File: config.mk
export PLATFORM = sky130hd
export DESIGN_NAME = od_oneshot_ctrl
export DESIGN_NICKNAME = d
export VERILOG_FILES = /design/src/rtl/od_pkg.sv /design/src/rtl/od_trig_sync.sv /design/src/rtl/od_conv_timer.sv /design/src/rtl/od_seq.sv /design/src/rtl/od_oneshot_ctrl.sv
export SDC_FILE = /design/constraint.sdc
export NUM_CORES = 1
export LEC_CHECK = 0
export BUFFER_PORTS_ARGS = -buffer_cell sky130_fd_sc_hd__buf_4
export CORE_UTILIZATION = 50
export DETAILED_ROUTE_END_ITERATION = 10
export GPL_ROUTABILITY_DRIVEN = 0
export PLACE_DENSITY = 0.84
export SLEW_MARGIN = 20
export SYNTH_ARGS = -nofsm -noshare
export SYNTH_HDL_FRONTEND = slang
export SYNTH_SLANG_ARGS = --single-unit
File: constraint.sdc
create_clock -name clk -period 2.1 [get_ports clk]
set_clock_uncertainty 0.2 [all_clocks]
set_input_delay 0.525 -clock clk [delete_from_list [all_inputs] [get_ports clk]]
set_output_delay 0.525 -clock clk [all_outputs]
set_load 0.05 [all_outputs]
File: src/rtl/od_pkg.sv
package od_pkg;

  localparam int unsigned MODE_W = 2;
  localparam int unsigned SUB_W  = 2;
  localparam int unsigned RATE_W = 4;

  typedef enum logic [MODE_W-1:0] {
    MODE_LP_CONT = 2'b00,
    MODE_HP_CONT = 2'b01,
    MODE_ONDEMAND = 2'b10,
    MODE_ILLEGAL = 2'b11
  } od_mode_e;

  typedef enum logic {
    ST_IDLE = 1'b0,
    ST_CONV = 1'b1
  } od_state_e;

  // Typical conversion time in microseconds per sub-mode
  function automatic int unsigned conv_us(input logic [SUB_W-1:0] sub);
    case (sub)
      2'b00:   conv_us = 1200;
      2'b01:   conv_us = 1700;
      2'b10:   conv_us = 2300;
      default: conv_us = 3550;
    endcase
  endfunction

  function automatic int unsigned conv_cycles(input int unsigned khz,
                                              input logic [SUB_W-1:0] sub);
    int unsigned c;
    c = (khz * conv_us(sub)) / 1000;
    conv_cycles = (c == 0) ? 1 : c;
  endfunction

endpackage

File: src/rtl/od_trig_sync.sv
module od_trig_sync #(
  parameter int unsigned STAGES = 2
) (
  input  logic clk,
  input  logic rst_n,
  input  logic pin_async,
  output logic pin_rise
);

  // sh_q[0..STAGES-1] synchroniser chain, sh_q[STAGES] edge history
  logic [STAGES:0] sh_q;
  logic [STAGES:0] sh_d;

  always_comb begin
    sh_d[0] = pin_async;
    for (int i = 1; i <= STAGES; i++) begin
      sh_d[i] = sh_q[i-1];
    end
  end

  generate
    for (genvar g = 0; g <= STAGES; g++) begin : g_stage
      always_ff @(posedge clk or negedge rst_n) begin
        if (!rst_n) sh_q[g] <= 1'b0;
        else        sh_q[g] <= sh_d[g];
      end
    end
  endgenerate

  assign pin_rise = sh_q[STAGES-1] & ~sh_q[STAGES];


  rise_single_chk: assert property (@(posedge clk) disable iff (!rst_n)
    pin_rise |=> !pin_rise);

endmodule

File: src/rtl/od_conv_timer.sv
module od_conv_timer
  import od_pkg::*;
#(
  parameter int unsigned CLK_KHZ = 1000
) (
  input  logic             clk,
  input  logic             rst_n,
  input  logic             load,
  input  logic [SUB_W-1:0] sub,
  output logic             active,
  output logic             done
);

  localparam int unsigned LEN0 = conv_cycles(CLK_KHZ, 2'b00);
  localparam int unsigned LEN1 = conv_cycles(CLK_KHZ, 2'b01);
  localparam int unsigned LEN2 = conv_cycles(CLK_KHZ, 2'b10);
  localparam int unsigned LEN3 = conv_cycles(CLK_KHZ, 2'b11);
  localparam int unsigned CW   = $clog2(LEN3 + 1);

  logic [CW-1:0] cnt_q, cnt_d;
  logic          act_q, act_d;
  logic [CW-1:0] len_m1;

  always_comb begin
    case (sub)
      2'b00:   len_m1 = CW'(LEN0 - 1);
      2'b01:   len_m1 = CW'(LEN1 - 1);
      2'b10:   len_m1 = CW'(LEN2 - 1);
      default: len_m1 = CW'(LEN3 - 1);
    endcase
  end

  always_comb begin
    cnt_d = cnt_q;
    act_d = act_q;
    if (load) begin
      cnt_d = len_m1;
      act_d = 1'b1;
    end else if (act_q) begin
      if (cnt_q == '0) act_d = 1'b0;
      else             cnt_d = cnt_q - 1'b1;
    end
  end

  always_ff @(posedge clk or negedge rst_n) begin
    if (!rst_n) begin
      cnt_q <= '0;
      act_q <= 1'b0;
    end else begin
      cnt_q <= cnt_d;
      act_q <= act_d;
    end
  end

  assign active = act_q;
  assign done   = act_q && (cnt_q == '0);


  no_reload_chk: assert property (@(posedge clk) disable iff (!rst_n)
    load |-> !act_q);


  count_down_chk: assert property (@(posedge clk) disable iff (!rst_n)
    (act_q && cnt_q != '0) |=> (act_q && cnt_q == $past(cnt_q) - 1'b1));

endmodule

File: src/rtl/od_seq.sv
module od_seq
  import od_pkg::*;
(
  input  logic             clk,
  input  logic             rst_n,
  input  logic             enable,
  input  logic             trig_src,
  input  logic             pin_rise,
  input  logic             sw_wr,
  input  logic             drdy_clr,
  input  logic [SUB_W-1:0] sub,
  input  logic             tmr_active,
  input  logic             tmr_done,
  output logic             load,
  output logic             conv_on,
  output logic             sw_bit,
  output logic             drdy_stb,
  output logic             drdy_flag,
  output logic             res14
);

  od_state_e state_q, state_d;
  logic      sw_q, sw_d;
  logic      stb_q, stb_d;
  logic      flag_q, flag_d;
  logic      r14_q, r14_d;
  logic      req;
  logic      start;
  logic      finish;

  assign req    = trig_src ? sw_wr : pin_rise;
  assign start  = enable && (state_q == ST_IDLE) && req;
  assign finish = (state_q == ST_CONV) && tmr_done;

  always_comb begin
    state_d = state_q;
    sw_d    = sw_q;
    r14_d   = r14_q;
    flag_d  = flag_q;
    stb_d   = finish;
    case (state_q)
      ST_IDLE: if (start) begin
        state_d = ST_CONV;
        sw_d    = trig_src;
        r14_d   = (sub != 2'b00);
      end
      ST_CONV: if (tmr_done) begin
        state_d = ST_IDLE;
        sw_d    = 1'b0;
      end
      default: state_d = ST_IDLE;
    endcase
    if (finish)        flag_d = 1'b1;
    else if (drdy_clr) flag_d = 1'b0;
  end

  always_ff @(posedge clk or negedge rst_n) begin
    if (!rst_n) begin
      state_q <= ST_IDLE;
      sw_q    <= 1'b0;
      stb_q   <= 1'b0;
      flag_q  <= 1'b0;
      r14_q   <= 1'b0;
    end else begin
      state_q <= state_d;
      sw_q    <= sw_d;
      stb_q   <= stb_d;
      flag_q  <= flag_d;
      r14_q   <= r14_d;
    end
  end

  assign load      = start;
  assign conv_on   = (state_q == ST_CONV);
  assign sw_bit    = sw_q;
  assign drdy_stb  = stb_q;
  assign drdy_flag = flag_q;
  assign res14     = r14_q;


  timer_track_chk: assert property (@(posedge clk) disable iff (!rst_n)
    conv_on == tmr_active);


  sw_bit_busy_chk: assert property (@(posedge clk) disable iff (!rst_n)
    sw_q |-> conv_on);


  strobe_after_conv_chk: assert property (@(posedge clk) disable iff (!rst_n)
    stb_q |-> ($past(conv_on) && !conv_on && flag_q));


  width_hold_chk: assert property (@(posedge clk) disable iff (!rst_n)
    (conv_on && $past(conv_on)) |-> $stable(r14_q));

endmodule

File: src/rtl/od_oneshot_ctrl.sv
module od_oneshot_ctrl
  import od_pkg::*;
#(
  parameter int unsigned CLK_KHZ     = 1000,
  parameter int unsigned SYNC_STAGES = 2
) (
  input  logic              clk,
  input  logic              rst_n,
  input  logic [MODE_W-1:0] mode_sel,
  input  logic [SUB_W-1:0]  lp_sel,
  input  logic [RATE_W-1:0] rate_sel,
  input  logic              trig_src,
  input  logic              trig_pin,
  input  logic              sw_start_wr,
  input  logic              drdy_clr,
  output logic              fe_power,
  output logic              sw_start_bit,
  output logic              drdy_stb,
  output logic              drdy_flag,
  output logic              res14
);

  logic enable;
  logic pin_rise;
  logic load;
  logic tmr_active;
  logic tmr_done;

  assign enable = (od_mode_e'(mode_sel) == MODE_ONDEMAND) && (rate_sel != '0);

  od_trig_sync #(.STAGES(SYNC_STAGES)) u_sync (
    .clk       (clk),
    .rst_n     (rst_n),
    .pin_async (trig_pin),
    .pin_rise  (pin_rise)
  );

  od_conv_timer #(.CLK_KHZ(CLK_KHZ)) u_timer (
    .clk    (clk),
    .rst_n  (rst_n),
    .load   (load),
    .sub    (lp_sel),
    .active (tmr_active),
    .done   (tmr_done)
  );

  od_seq u_seq (
    .clk        (clk),
    .rst_n      (rst_n),
    .enable     (enable),
    .trig_src   (trig_src),
    .pin_rise   (pin_rise),
    .sw_wr      (sw_start_wr),
    .drdy_clr   (drdy_clr),
    .sub        (lp_sel),
    .tmr_active (tmr_active),
    .tmr_done   (tmr_done),
    .load       (load),
    .conv_on    (fe_power),
    .sw_bit     (sw_start_bit),
    .drdy_stb   (drdy_stb),
    .drdy_flag  (drdy_flag),
    .res14      (res14)
  );


  mode_gate_chk: assert property (@(posedge clk) disable iff (!rst_n)
    (!fe_power && mode_sel != 2'b10) |=> !fe_power);


  rate_lock_chk: assert property (@(posedge clk) disable iff (!rst_n)
    (!fe_power && rate_sel == '0) |=> !fe_power);


  sw_start_chk: assert property (@(posedge clk) disable iff (!rst_n)
    (!fe_power && enable && trig_src && sw_start_wr) |=> (fe_power && sw_start_bit));


  pin_blocked_chk: assert property (@(posedge clk) disable iff (!rst_n)
    (!fe_power && trig_src && !sw_start_wr) |=> !fe_power);

endmodule

==> run metrics <==
Ant. Diodes=0; number of flops mapped to enable cells by yosys=0; IO Port Bufs=18; vias post-DR=approximately 1.1k; synthesized cell area=about 1200 µm²; first-pass GRT wire length=around 4200 µm; Core ar.=approximately 2300 µm²; Pre-Repair DR Iteration Count=6; Die X=51.3 µm; run status=finished, final reports clean; Clock Tree Buf Depth=2; DRC=0; CTS sink cnt=21; Least-Margin Pin Slew=~390 ps; Async SR Flop Fraction=100%; Pleak=~0.74 nW; Slew Viols, Final=0; Multi-input gate area=around 670 µm²; # setup viols final=0; total area of sequential cells=approximately 530 µm²; area growth from synthesis to layout=34.6%; Fmax=approximately 480 MHz; max cap viols=0; Worst Setup Path Type=flop to flop; Clock transition at path regs=between 100 and 150 ps; total CTS buffers=3; largest net degree at the start of global routing=22; Initial Util=approximately 54%; Clock Latency Late Sink=between 300 and 400 ps; CP peak stage delay=approximately 410 ps; Nets=~180; Peak VDD IR=around 0.53 mV; most numerous cell on the critical path=buf_4; Via density=5.80; antenna viol nets, final=0; gr usage total=between 20% and 30%; dpl hpwl=roughly 2100 µm; share of the synthesized area in the top cell type=a little over two fifths; crit-path cells=inv_1 > buf_4 > ha_1 > nand3b_1 > buf_4 > nor2_1 > o21ai_0 > a31oi_1; Critical Path Fanout Max=5; placed inst area=1510 µm²; H-Tree Depth=1; vias in the first global route=969; min Tclk post-route=2090 ps; normalized max-slew margin=roughly 74%; CP Launch Type=flop; DRT iter0 DRCs=21; type of the worst min-delay path=input port to flop; clock root cell=clkbuf_4; share of layout cells above drive strength 1=approximately two fifths; Critical Path RT=about 2100 ps; Avg Inst Size Synth=10.8 µm²; Finished Core Util=72.5%; total design power=between 0.001 and 0.0015 W; fillers=roughly 170; Final WS setup=between 8 and 9 ps; CTS tree=built; Syn Inst Count=112; slowest CP cell=dfrtp_1; I/O Pins=19; dpl ws=-40.8 ps; post-route cell area=between 1500 and 2000 µm²; final worst path period share=between 90% and 100%; setup TNS=0 ps; sequential fraction of the synthesis area=between 40% and 50%; Crit. End Element=flop; Main synth FF type=dfrtp_1; Vert. Die Dim=slightly above 50 µm; total grt overflow=0; yosys warns=0; RSZ-0062 raised after global routing=yes; Seq cells post-synth=21; Row Count=17; Die ar.=2630 µm²; post-synth top area cell=dfrtp_1; WL/cell=16.3 µm; syn_nets=around 130; Fin. Hold Viols=0; count of cell types in the netlist=39; pwr dens=about 640 nW/µm²; initial antenna violation count=0; Crit path arrival time=2120 ps; Routed WL=2990 µm; top cells by area, synth=dfrtp_1 43%, ha_1 8.2%, xnor2_1 4.3%
-- path summary, 6_finish.rpt --
| kind | slack (ps) | depth (start not counted) | startpoint | end |
|---|---|---|---|---|
| min in group asynchronous | 400 | 2 | rst_n | u_timer.cnt_q[11]$_DFFE_PN0P_ |
| max reg2reg | 8 | 8 | u_timer.cnt_q[0]$_DFFE_PN0P_ | u_timer.cnt_q[6]$_DFFE_PN0P_ |
| max in group asynchronous | 1080 | 2 | rst_n | u_timer.cnt_q[10]$_DFFE_PN0P_ |
| min reg2reg | 170 | 0 | u_sync.sh_d[1]$_DFF_PN0_ | u_sync.sh_d[2]$_DFF_PN0_ |
| min | 110 | 1 | trig_pin | u_sync.sh_d[1]$_DFF_PN0_ |
| max | 8 | 8 | u_timer.cnt_q[0]$_DFFE_PN0P_ | u_timer.cnt_q[6]$_DFFE_PN0P_ |
-- power by group --
group | internal (W) | total [W] | switching (W) | leakage [nW]
registers | 0.000460 | 0.000498 | 0.0000382 | 0.241
logic | 0.000168 | 0.000345 | 0.000177 | 0.477
clock network | 0.0000714 | 0.000206 | 0.000135 | 0.0177
total | 0.000700 | 0.00105 | 0.000350 | 0.736
-- metrics by stage --
stage               hold WS, ps  std cells
detailed placement          145        174
global placement            140        174
floorplan                  29.4        112
finish                      114        183
global route                100        183
CTS                         112        179
-- sequential cells by signal (all words and copies together) (netlist names) --
| signal | cells |
|---|---|
| u_seq.conv_on | 1 |
| u_seq.drdy_flag | 1 |
| u_seq.drdy_stb | 1 |
| u_seq.res14 | 1 |
| u_seq.sw_bit | 1 |
| u_sync.sh_d | 2 |
| u_sync.sh_q | 1 |
| u_timer.active | 1 |
| u_timer.cnt_q | 12 |
-- kinds of logic after synthesis --
family | synth area share, %
AND/OR/NAND/NOR | 17.8
AO/OA/AOI/OAI | 18.1
flip-flops | 43.3
buffers and inverters | 5.67
adder cells (fa/ha/maj) | 8.25
XOR/XNOR | 5.05
multiplexers | 1.75
-- what timing repair did --
item | CTS | global route
hold endpoints to repair | 21 | 0
hold buffers | 1 | 0
gates resized for setup | 0 | 6
setup endpoints to repair | 0 | 4
setup buffers | 0 | 4
-- cell usage after synthesis, types with 2 or more instances --
| cell type | n |
|---|---|
| dfrtp_1 | 21 |
| nand2_1 | 10 |
| inv_1 | 9 |
| ha_1 | 8 |
| xnor2_1 | 6 |
| nor2_1 | 5 |
| o21ai_0 | 5 |
| a21oi_1 | 4 |
| a31oi_1 | 4 |
| nor3_1 | 3 |
| nor4_1 | 3 |
| or3b_2 | 3 |
| a2111oi_2 | 2 |
| a21o_1 | 2 |
| buf_6 | 2 |
| clkbuf_1 | 2 |
-- routing by layer --
layer	GRT usage [%]	vias to the layer above	part of all wire [%]
met1	27.5	522	40
met5	0	-	0
met4	11.7	0	2.8
met3	2.38	13	3.9
li1	-	485	-
met2	39.5	41	53
-- placed cells by master, fill, tap and decap left out, drive strengths merged, types with 2 or more instances in the layout --
master,instances
a2111oi,3
a21o,2
a21oi,4
a31oi,4
buf,43
clkbuf,3
dfrtp,21
ha,8
inv,9
nand2,10
nor2,5
nor3,3
nor4,5
o21ai,5
o31ai,2
or3b,3
or4,2
xnor2,6
-- layout make-up --
cell class,count,area share (%)
multi-input cells,77,40.8
flip-flops and latches,21,32.2
clock inverters,1,0.306
inverters,9,2.07
well taps,28,2.14
clock buffers,3,1.38
repair buffers,44,21.1
-- worst max-delay path, delay by kind of cell, from the launching register on --
family	cells	cell delay (ps)
buf+inv	3	450
compound gates	2	410
fa+ha+maj	1	160
flops	1	410
simple gates	2	380
Power figures use the tool's default switching activity.
